--- src/rtl/ts_line_pkg.sv ---
package ts_line_pkg;

  typedef struct packed {
    logic loadRec;     // capture head record, reset character index
    logic startFrame;  // start sending the current character
    logic advance;     // step to the next character
  } lineCtl_t;

  localparam logic [7:0] CR_CHAR = 8'h0D;
  localparam logic [3:0] DEC_HI  = 4'h3;

  function automatic logic [7:0] nibToHex(input logic [3:0] n);
    logic [7:0] c;
    if (n < 4'd10) c = {4'h3, n};
    else           c = 8'h37 + {4'h0, n};
    return c;
  endfunction

endpackage

--- src/rtl/ts_char_builder.sv ---
module ts_char_builder
  import ts_line_pkg::*;
#(
  parameter int TS_DIGITS   = 7,
  parameter int MAP_NIBBLES = 8,
  parameter int LINE_LEN    = TS_DIGITS + MAP_NIBBLES + 1,
  parameter int IDX_W       = $clog2(LINE_LEN),
  parameter int USED_W      = 4 * (TS_DIGITS + MAP_NIBBLES)
) (
  input  logic [USED_W-1:0] rec,
  input  logic [IDX_W-1:0]  idx,
  output logic [7:0]        charOut
);

  localparam int MAP_W = 4 * MAP_NIBBLES;
  localparam logic [IDX_W-1:0] LAST_IDX = IDX_W'(LINE_LEN - 1);

  logic [7:0] charTab [LINE_LEN];

  genvar i;
  generate
    for (i = 0; i < TS_DIGITS; i++) begin : g_ts
      assign charTab[i] = {DEC_HI, rec[MAP_W + 4*(TS_DIGITS-1-i) +: 4]};
    end
    for (i = 0; i < MAP_NIBBLES; i++) begin : g_map
      assign charTab[TS_DIGITS + i] = nibToHex(rec[4*(MAP_NIBBLES-1-i) +: 4]);
    end
  endgenerate
  assign charTab[LINE_LEN-1] = CR_CHAR;

  always_comb begin
    if (idx <= LAST_IDX) charOut = charTab[idx];
    else                 charOut = CR_CHAR;
  end

endmodule

--- src/rtl/ts_uart_tx.sv ---
module ts_uart_tx #(
  parameter int CLKS_PER_BIT = 1042,
  parameter int DATA_BITS    = 8
) (
  input  logic                 clk,
  input  logic                 rstN,
  input  logic                 startFrame,
  input  logic [DATA_BITS-1:0] dataIn,
  output logic                 txOut,
  output logic                 txActive,
  output logic                 frameDone
);

  localparam int FRAME_BITS = DATA_BITS + 2;
  localparam int BAUD_W     = (CLKS_PER_BIT > 1) ? $clog2(CLKS_PER_BIT) : 1;
  localparam int LEFT_W     = $clog2(FRAME_BITS + 1);
  localparam logic [BAUD_W-1:0] BAUD_LAST = BAUD_W'(CLKS_PER_BIT - 1);

  logic [FRAME_BITS-1:0] shiftReg;
  logic [BAUD_W-1:0]     baudCnt;
  logic [LEFT_W-1:0]     bitsLeft;

  always_ff @(posedge clk) begin
    if (!rstN) begin
      shiftReg  <= '1;
      baudCnt   <= '0;
      bitsLeft  <= '0;
      txActive  <= 1'b0;
      frameDone <= 1'b0;
    end else begin
      frameDone <= 1'b0;
      if (startFrame) begin
        shiftReg <= {1'b1, dataIn, 1'b0};
        baudCnt  <= '0;
        bitsLeft <= LEFT_W'(FRAME_BITS);
        txActive <= 1'b1;
      end else if (txActive) begin
        if (baudCnt == BAUD_LAST) begin
          baudCnt <= '0;
          if (bitsLeft == LEFT_W'(1)) begin
            txActive  <= 1'b0;
            frameDone <= 1'b1;
          end else begin
            shiftReg <= {1'b1, shiftReg[FRAME_BITS-1:1]};
            bitsLeft <= bitsLeft - 1'b1;
          end
        end else begin
          baudCnt <= baudCnt + 1'b1;
        end
      end
    end
  end

  // Shifted-in ones leave the stop level in bit 0 once the frame ends.
  assign txOut = shiftReg[0];

endmodule

--- src/rtl/ts_line_datapath.sv ---
module ts_line_datapath
  import ts_line_pkg::*;
#(
  parameter int CLKS_PER_BIT = 1042,
  parameter int TS_DIGITS    = 7,
  parameter int MAP_NIBBLES  = 8,
  parameter int REC_W        = 64,
  parameter int LINE_LEN     = TS_DIGITS + MAP_NIBBLES + 1,
  parameter int IDX_W        = $clog2(LINE_LEN)
) (
  input  logic             clk,
  input  logic             rstN,
  input  lineCtl_t         ctl,
  input  logic [REC_W-1:0] fifoData,
  output logic             txOut,
  output logic             txActive,
  output logic             frameDone,
  output logic             lastChar,
  output logic [IDX_W-1:0] charIdx
);

  localparam int USED_W = 4 * (TS_DIGITS + MAP_NIBBLES);
  localparam logic [IDX_W-1:0] LAST_IDX = IDX_W'(LINE_LEN - 1);

  logic [USED_W-1:0] recReg;
  logic [7:0]        curChar;

  generate
    if (REC_W > USED_W) begin : g_spare
      logic unusedSpareBits;
      assign unusedSpareBits = ^fifoData[REC_W-1:USED_W];
    end
  endgenerate

  always_ff @(posedge clk) begin
    if (!rstN) begin
      recReg  <= '0;
      charIdx <= '0;
    end else if (ctl.loadRec) begin
      recReg  <= fifoData[USED_W-1:0];
      charIdx <= '0;
    end else if (ctl.advance) begin
      charIdx <= charIdx + 1'b1;
    end
  end

  assign lastChar = (charIdx == LAST_IDX);

  ts_char_builder #(
    .TS_DIGITS  (TS_DIGITS),
    .MAP_NIBBLES(MAP_NIBBLES),
    .LINE_LEN   (LINE_LEN),
    .IDX_W      (IDX_W),
    .USED_W     (USED_W)
  ) u_chars (
    .rec    (recReg),
    .idx    (charIdx),
    .charOut(curChar)
  );

  ts_uart_tx #(
    .CLKS_PER_BIT(CLKS_PER_BIT),
    .DATA_BITS   (8)
  ) u_tx (
    .clk       (clk),
    .rstN      (rstN),
    .startFrame(ctl.startFrame),
    .dataIn    (curChar),
    .txOut     (txOut),
    .txActive  (txActive),
    .frameDone (frameDone)
  );

endmodule

--- src/rtl/ts_line_ctrl.sv ---
module ts_line_ctrl
  import ts_line_pkg::*;
(
  input  logic     clk,
  input  logic     rstN,
  input  logic     fifoEmpty,
  input  logic     frameDone,
  input  logic     lastChar,
  output lineCtl_t ctl
);

  typedef enum logic [1:0] {S_IDLE, S_SEND, S_WAIT} lineState_t;

  lineState_t state, stateNxt;

  always_ff @(posedge clk) begin
    if (!rstN) state <= S_IDLE;
    else       state <= stateNxt;
  end

  always_comb begin
    stateNxt = state;
    ctl      = '0;
    unique case (state)
      S_IDLE: begin
        if (!fifoEmpty) begin
          ctl.loadRec = 1'b1;
          stateNxt    = S_SEND;
        end
      end
      S_SEND: begin
        ctl.startFrame = 1'b1;
        stateNxt       = S_WAIT;
      end
      S_WAIT: begin
        if (frameDone) begin
          if (lastChar) begin
            stateNxt = S_IDLE;
          end else begin
            ctl.advance = 1'b1;
            stateNxt    = S_SEND;
          end
        end
      end
      default: stateNxt = S_IDLE;
    endcase
  end

endmodule

--- src/rtl/ts_line_serializer.sv ---
module ts_line_serializer
  import ts_line_pkg::*;
#(
  parameter int CLKS_PER_BIT = 1042,
  parameter int TS_DIGITS    = 7,
  parameter int MAP_NIBBLES  = 8,
  parameter int REC_W        = 64
) (
  input  logic             clk,
  input  logic             rstN,
  input  logic             fifoEmpty,
  input  logic [REC_W-1:0] fifoData,
  output logic             fifoPop,
  output logic             txOut
);

  localparam int LINE_LEN = TS_DIGITS + MAP_NIBBLES + 1;
  localparam int IDX_W    = $clog2(LINE_LEN);

  lineCtl_t         ctl;
  logic             frameDone;
  logic             lastChar;
  logic             txActive;
  logic [IDX_W-1:0] charIdx;

  ts_line_ctrl u_ctrl (
    .clk      (clk),
    .rstN     (rstN),
    .fifoEmpty(fifoEmpty),
    .frameDone(frameDone),
    .lastChar (lastChar),
    .ctl      (ctl)
  );

  ts_line_datapath #(
    .CLKS_PER_BIT(CLKS_PER_BIT),
    .TS_DIGITS   (TS_DIGITS),
    .MAP_NIBBLES (MAP_NIBBLES),
    .REC_W       (REC_W),
    .LINE_LEN    (LINE_LEN),
    .IDX_W       (IDX_W)
  ) u_dp (
    .clk      (clk),
    .rstN     (rstN),
    .ctl      (ctl),
    .fifoData (fifoData),
    .txOut    (txOut),
    .txActive (txActive),
    .frameDone(frameDone),
    .lastChar (lastChar),
    .charIdx  (charIdx)
  );

  assign fifoPop = ctl.loadRec;

endmodule

--- config.mk ---
export PLATFORM = sky130hd
export DESIGN_NAME = ts_line_serializer
export DESIGN_NICKNAME = d
export VERILOG_FILES = /design/src/rtl/ts_line_pkg.sv /design/src/rtl/ts_char_builder.sv /design/src/rtl/ts_uart_tx.sv /design/src/rtl/ts_line_datapath.sv /design/src/rtl/ts_line_ctrl.sv /design/src/rtl/ts_line_serializer.sv
export SDC_FILE = /design/constraint.sdc
export NUM_CORES = 1
export LEC_CHECK = 0
export BUFFER_PORTS_ARGS = -buffer_cell sky130_fd_sc_hd__buf_2
export CAP_MARGIN = 20
export CORE_ASPECT_RATIO = 0.8
export CORE_MARGIN = 4
export CORE_UTILIZATION = 40
export CTS_BUF_LIST = sky130_fd_sc_hd__clkbuf_4
export CTS_CLUSTER_DIAMETER = 40
export DETAILED_ROUTE_END_ITERATION = 10
export GPL_TIMING_DRIVEN = 0
export PLACE_DENSITY_LB_ADDON = 0.15
export SLEW_MARGIN = 15
export SYNTH_ARGS = -nofsm -noshare
export SYNTH_HDL_FRONTEND = slang
export SYNTH_SLANG_ARGS = --single-unit
export TNS_END_PERCENT = 30
--- constraint.sdc ---
create_clock -name clk -period 3.1 [get_ports clk]
set_clock_uncertainty 0.05 [all_clocks]
set_input_delay 0.31 -clock clk [delete_from_list [all_inputs] [get_ports clk]]
set_output_delay 0.31 -clock clk [all_outputs]
set_load 0.05 [all_outputs]
==> flow_summary_export.csv <==
group,metric,value,unit
synth,synth_area,4841,µm²
detailed_routing,vias,4322,
synth,synth.top_cell.area_share,0.3805,
floorplan,placement_rows,35,
floorplan,initial_core_util,0.4140,
setup_path,criticalPathCategory,"reg2out",
sta,rsz0062_at_grt,"no",
placement,port_buffers,64,
detailed_routing,post_drt_wl_per_cell,15.03,µm
sta,timing.slew.headroom,0.6405,
synth,syn_avg_cell_area,8.247,µm²
global_routing,grt_start_max_net_pins,15,
final_layout,layout.nets,742,
global_routing,grt_use_total,0.1807,
sta,fmax,376.9,MHz
synth,synthTopCellsByArea,"dfxtp_1 38%, nand2_1 11%, a21boi_0 9.6%",
status,status,"complete, no violations",
global_routing,grtUsageMet3,0.03767,
clock_tree,clk_pin_slew_worst_paths,0.14,ns
floorplan,pin_count,69,
global_routing,use_met2,0.2725,
hold_path,hp-class,"in2reg",
synth,syn_nets,667,
final_layout,final_layout_size_suffix_gt1_frac,0.1604,
power_and_ir_drop,p_per_area,412.3,nW/µm²
power_and_ir_drop,max-vdd-ir-drop,0.2259,mV
sta,hold_viol,0,
global_routing,grt_pass1_wl,20090,µm
sta,slew_viol_final,0,
global_routing,antenna_found_initial,0,
clock_tree,cts_num_sinks,92,
synth,yosys_most_used_dff,"dfxtp_1",
final_layout,design_area,5463,µm²
clock_tree,cts_hold_buf,0,
floorplan,core,11690,µm²
clock_tree,cts_setup_buffers,0,
sta,period_share,0.8559,
detailed_routing,wl,12250,µm
detailed_routing,drtIter0Drc,290,
placement,routabilityCongestion,0.8830,
hold_path,min-delay-start,"fifoData[24]",
setup_path,rrSetupSlack,0.83,ns
floorplan,die_area,13940,µm²
hold_path,worstHoldEndpoint,"u_dp.recReg[24]",
synth,synth.largest_area_cell,"dfxtp_1",
final_layout,final_common_cell,"nand2_1",
setup_path,crit_arrival,2.29,ns
floorplan,die_height,106.4,µm
detailed_routing,viasPerCell,5.303,
synth,ys_types,52,
detailed_routing,ant_nets,0,
sta,worst_pin_slew,0.5257,ns
global_routing,first_global_vias,4088,
synth,postSynthCellCount,587,
final_layout,final_util,0.4672,
synth,ys_warn_count,0,
clock_tree,cts_buffer_depth,2,
synth,yosys_register_bits,92,
setup_path,reg2reg_from,"u_dp.charIdx[0]",
floorplan,die_w,131.0,µm
synth,synth-async-reset-ratio,0,
final_layout,antennaDiodeCount,0,
clock_tree,cts_tree,"yes",
setup_path,critical_path.endpoint_type,"output pin",
placement,placed_area,5346,µm²
setup_path,cp-start-kind,"register",
detailed_routing,drt_pass1_iterations,5,
hold_path,hold_depth,3,
clock_tree,htreeDepth,3,
power_and_ir_drop,cellLeakagePower,0.002053,µW
sta,period_minus_slack,2.653,ns
sta,setup_viol,0,
setup_path,cp.required,2.74,ns
final_layout,area_delta_synth_final,12.85,%
clock_tree,clk_latency,0.46,ns
detailed_routing,route.detailed.drc,0,
global_routing,grt-busiest-layer,"met2",
final_layout,mostFrequentLayoutCells,"146 x nand2_1, 92 x dfxtp_1, 76 x buf_2, 62 x a21boi_0, 32 x nor2_1",
synth,synth_enable_flop_cells,0,
setup_path,ff2ff_path_depth,5,
placement,dp_hpwl,9255,µm
global_routing,gr-usage-met1,0.2609,
global_routing,gr-total-overflow,0,
setup_path,path_max_fanout,10,
run,drv_cap,0,
setup_path,r2r_end,"u_dp.u_tx.shiftReg[2]",
synth,yosysSeqAreaShare,0.3805,
clock_tree,cts-root-buf,"clkbuf_4",
clock_tree,cts_buffers,9,
sta,tns,0,ns
clock_tree,cts_resized,0,
## worst max-delay path by stage
stage	from	to	slack (ns)	cells after the start
finish	u_ctrl.state[1]	fifoPop	0.45	5
global placement	u_dp.charIdx[0]	u_dp.u_tx.shiftReg[2]	0.84	5
floorplan	u_dp.recReg[29]	u_dp.u_tx.shiftReg[3]	1.20	8
CTS	u_ctrl.state[1]	fifoPop	0.38	5
global route	u_ctrl.state[1]	fifoPop	0.30	5
detailed placement	u_dp.charIdx[0]	u_dp.u_tx.shiftReg[2]	0.86	5
## critical path, stage by stage, from the launching register on
cell and delay, ns:
dfxtp_1 0.43, or3_1 0.14, clkbuf_1 0.34, clkinv_1 0.40
buf_2 0.30, buf_2 0.23
## synthesized netlist by cell type, types with 2 or more instances
library cell    n
clkinv_1        2
ha_1           13
nor4b_1         4
a21o_1          2
mux2i_1        12
o21ai_0        17
buf_2          12
o22ai_1         2
dfxtp_1        92
a311oi_1        2
mux4_2         10
a21oi_1        30
xor2_1         13
nor2_1         32
nand3_1         3
a31oi_1         4
mux2_2          3
nor4_1          2
o21bai_1        3
nor3_1          8
xnor2_1        11
nor3b_1         3
nand2_1       146
and4b_1         4
inv_1          22
or3_1           2
o21a_1          3
a211oi_1        7
nor2b_1         4
and3_1          4
o311ai_1        2
nand2b_1        5
clkbuf_1       19
a21boi_0       62
o211ai_1        3
o221ai_1        2
buf_4           2
nand4_1         6
## routing by layer
layer  part of all wire  wire [µm]
met1               0.49       6060
met4              0.017        211
met2               0.44       5338
met3              0.052        642
met5                  0          0
## sequential cells by signal, indices dropped and copies added (netlist names)
name	flops
u_dp.u_tx.shiftReg	9
u_dp.recReg	60
u_ctrl.state	2
u_dp.u_tx.bitsLeft	4
u_dp.u_tx.baudCnt	11
u_dp.u_tx.txActive	1
u_dp.u_tx.frameDone	1
u_dp.charIdx	4
## layout make-up
class / count / area (µm²)
plain buffers: 35 / 161.4
well taps: 148 / 185.2
repair buffers: 64 / 320.3
inverters: 24 / 90.09
clock inverters: 4 / 26.28
flip-flops and latches: 92 / 1842
clock buffers: 12 / 90.09
multi-input cells: 436 / 2748
fillers: 1208 / 6230
## per-stage QoR
stage	instances	total power, µW	worst slack (ns)	hold WS (ns)
after floorplan	587	1552	1.196	0.3902
after global placement	799	1667	0.8418	0.4002
after detailed placement	799	1682	0.8598	0.4088
after CTS	815	2283	0.3849	0.006935
after global routing	815	2378	0.3031	0.006964
final	815	2252	0.4468	0.02757
## cells by family (layout without fill, tap and decap cells)
kind of cell	Yosys count	count (layout)	share of synthesized area
xor+xnor	24	24	0.04342
compound gates	149	149	0.2096
flops	92	92	0.3805
buf+inv	59	139	0.05195
fa+ha+maj	13	13	0.03360
simple gates	225	225	0.2026
mux	25	25	0.07832
## power breakdown
| group | leakage [µW] | switching [µW] | total (µW) | internal, µW |
|---|---|---|---|---|
| sequential | 0.000753 | 62.3 | 1310 | 1250 |
| clock | 0.0000689 | 406 | 598 | 192 |
| combinational | 0.00123 | 194 | 343 | 149 |
| total | 0.00205 | 663 | 2250 | 1590 |
No activity file was read; power rests on OpenSTA's default activity.
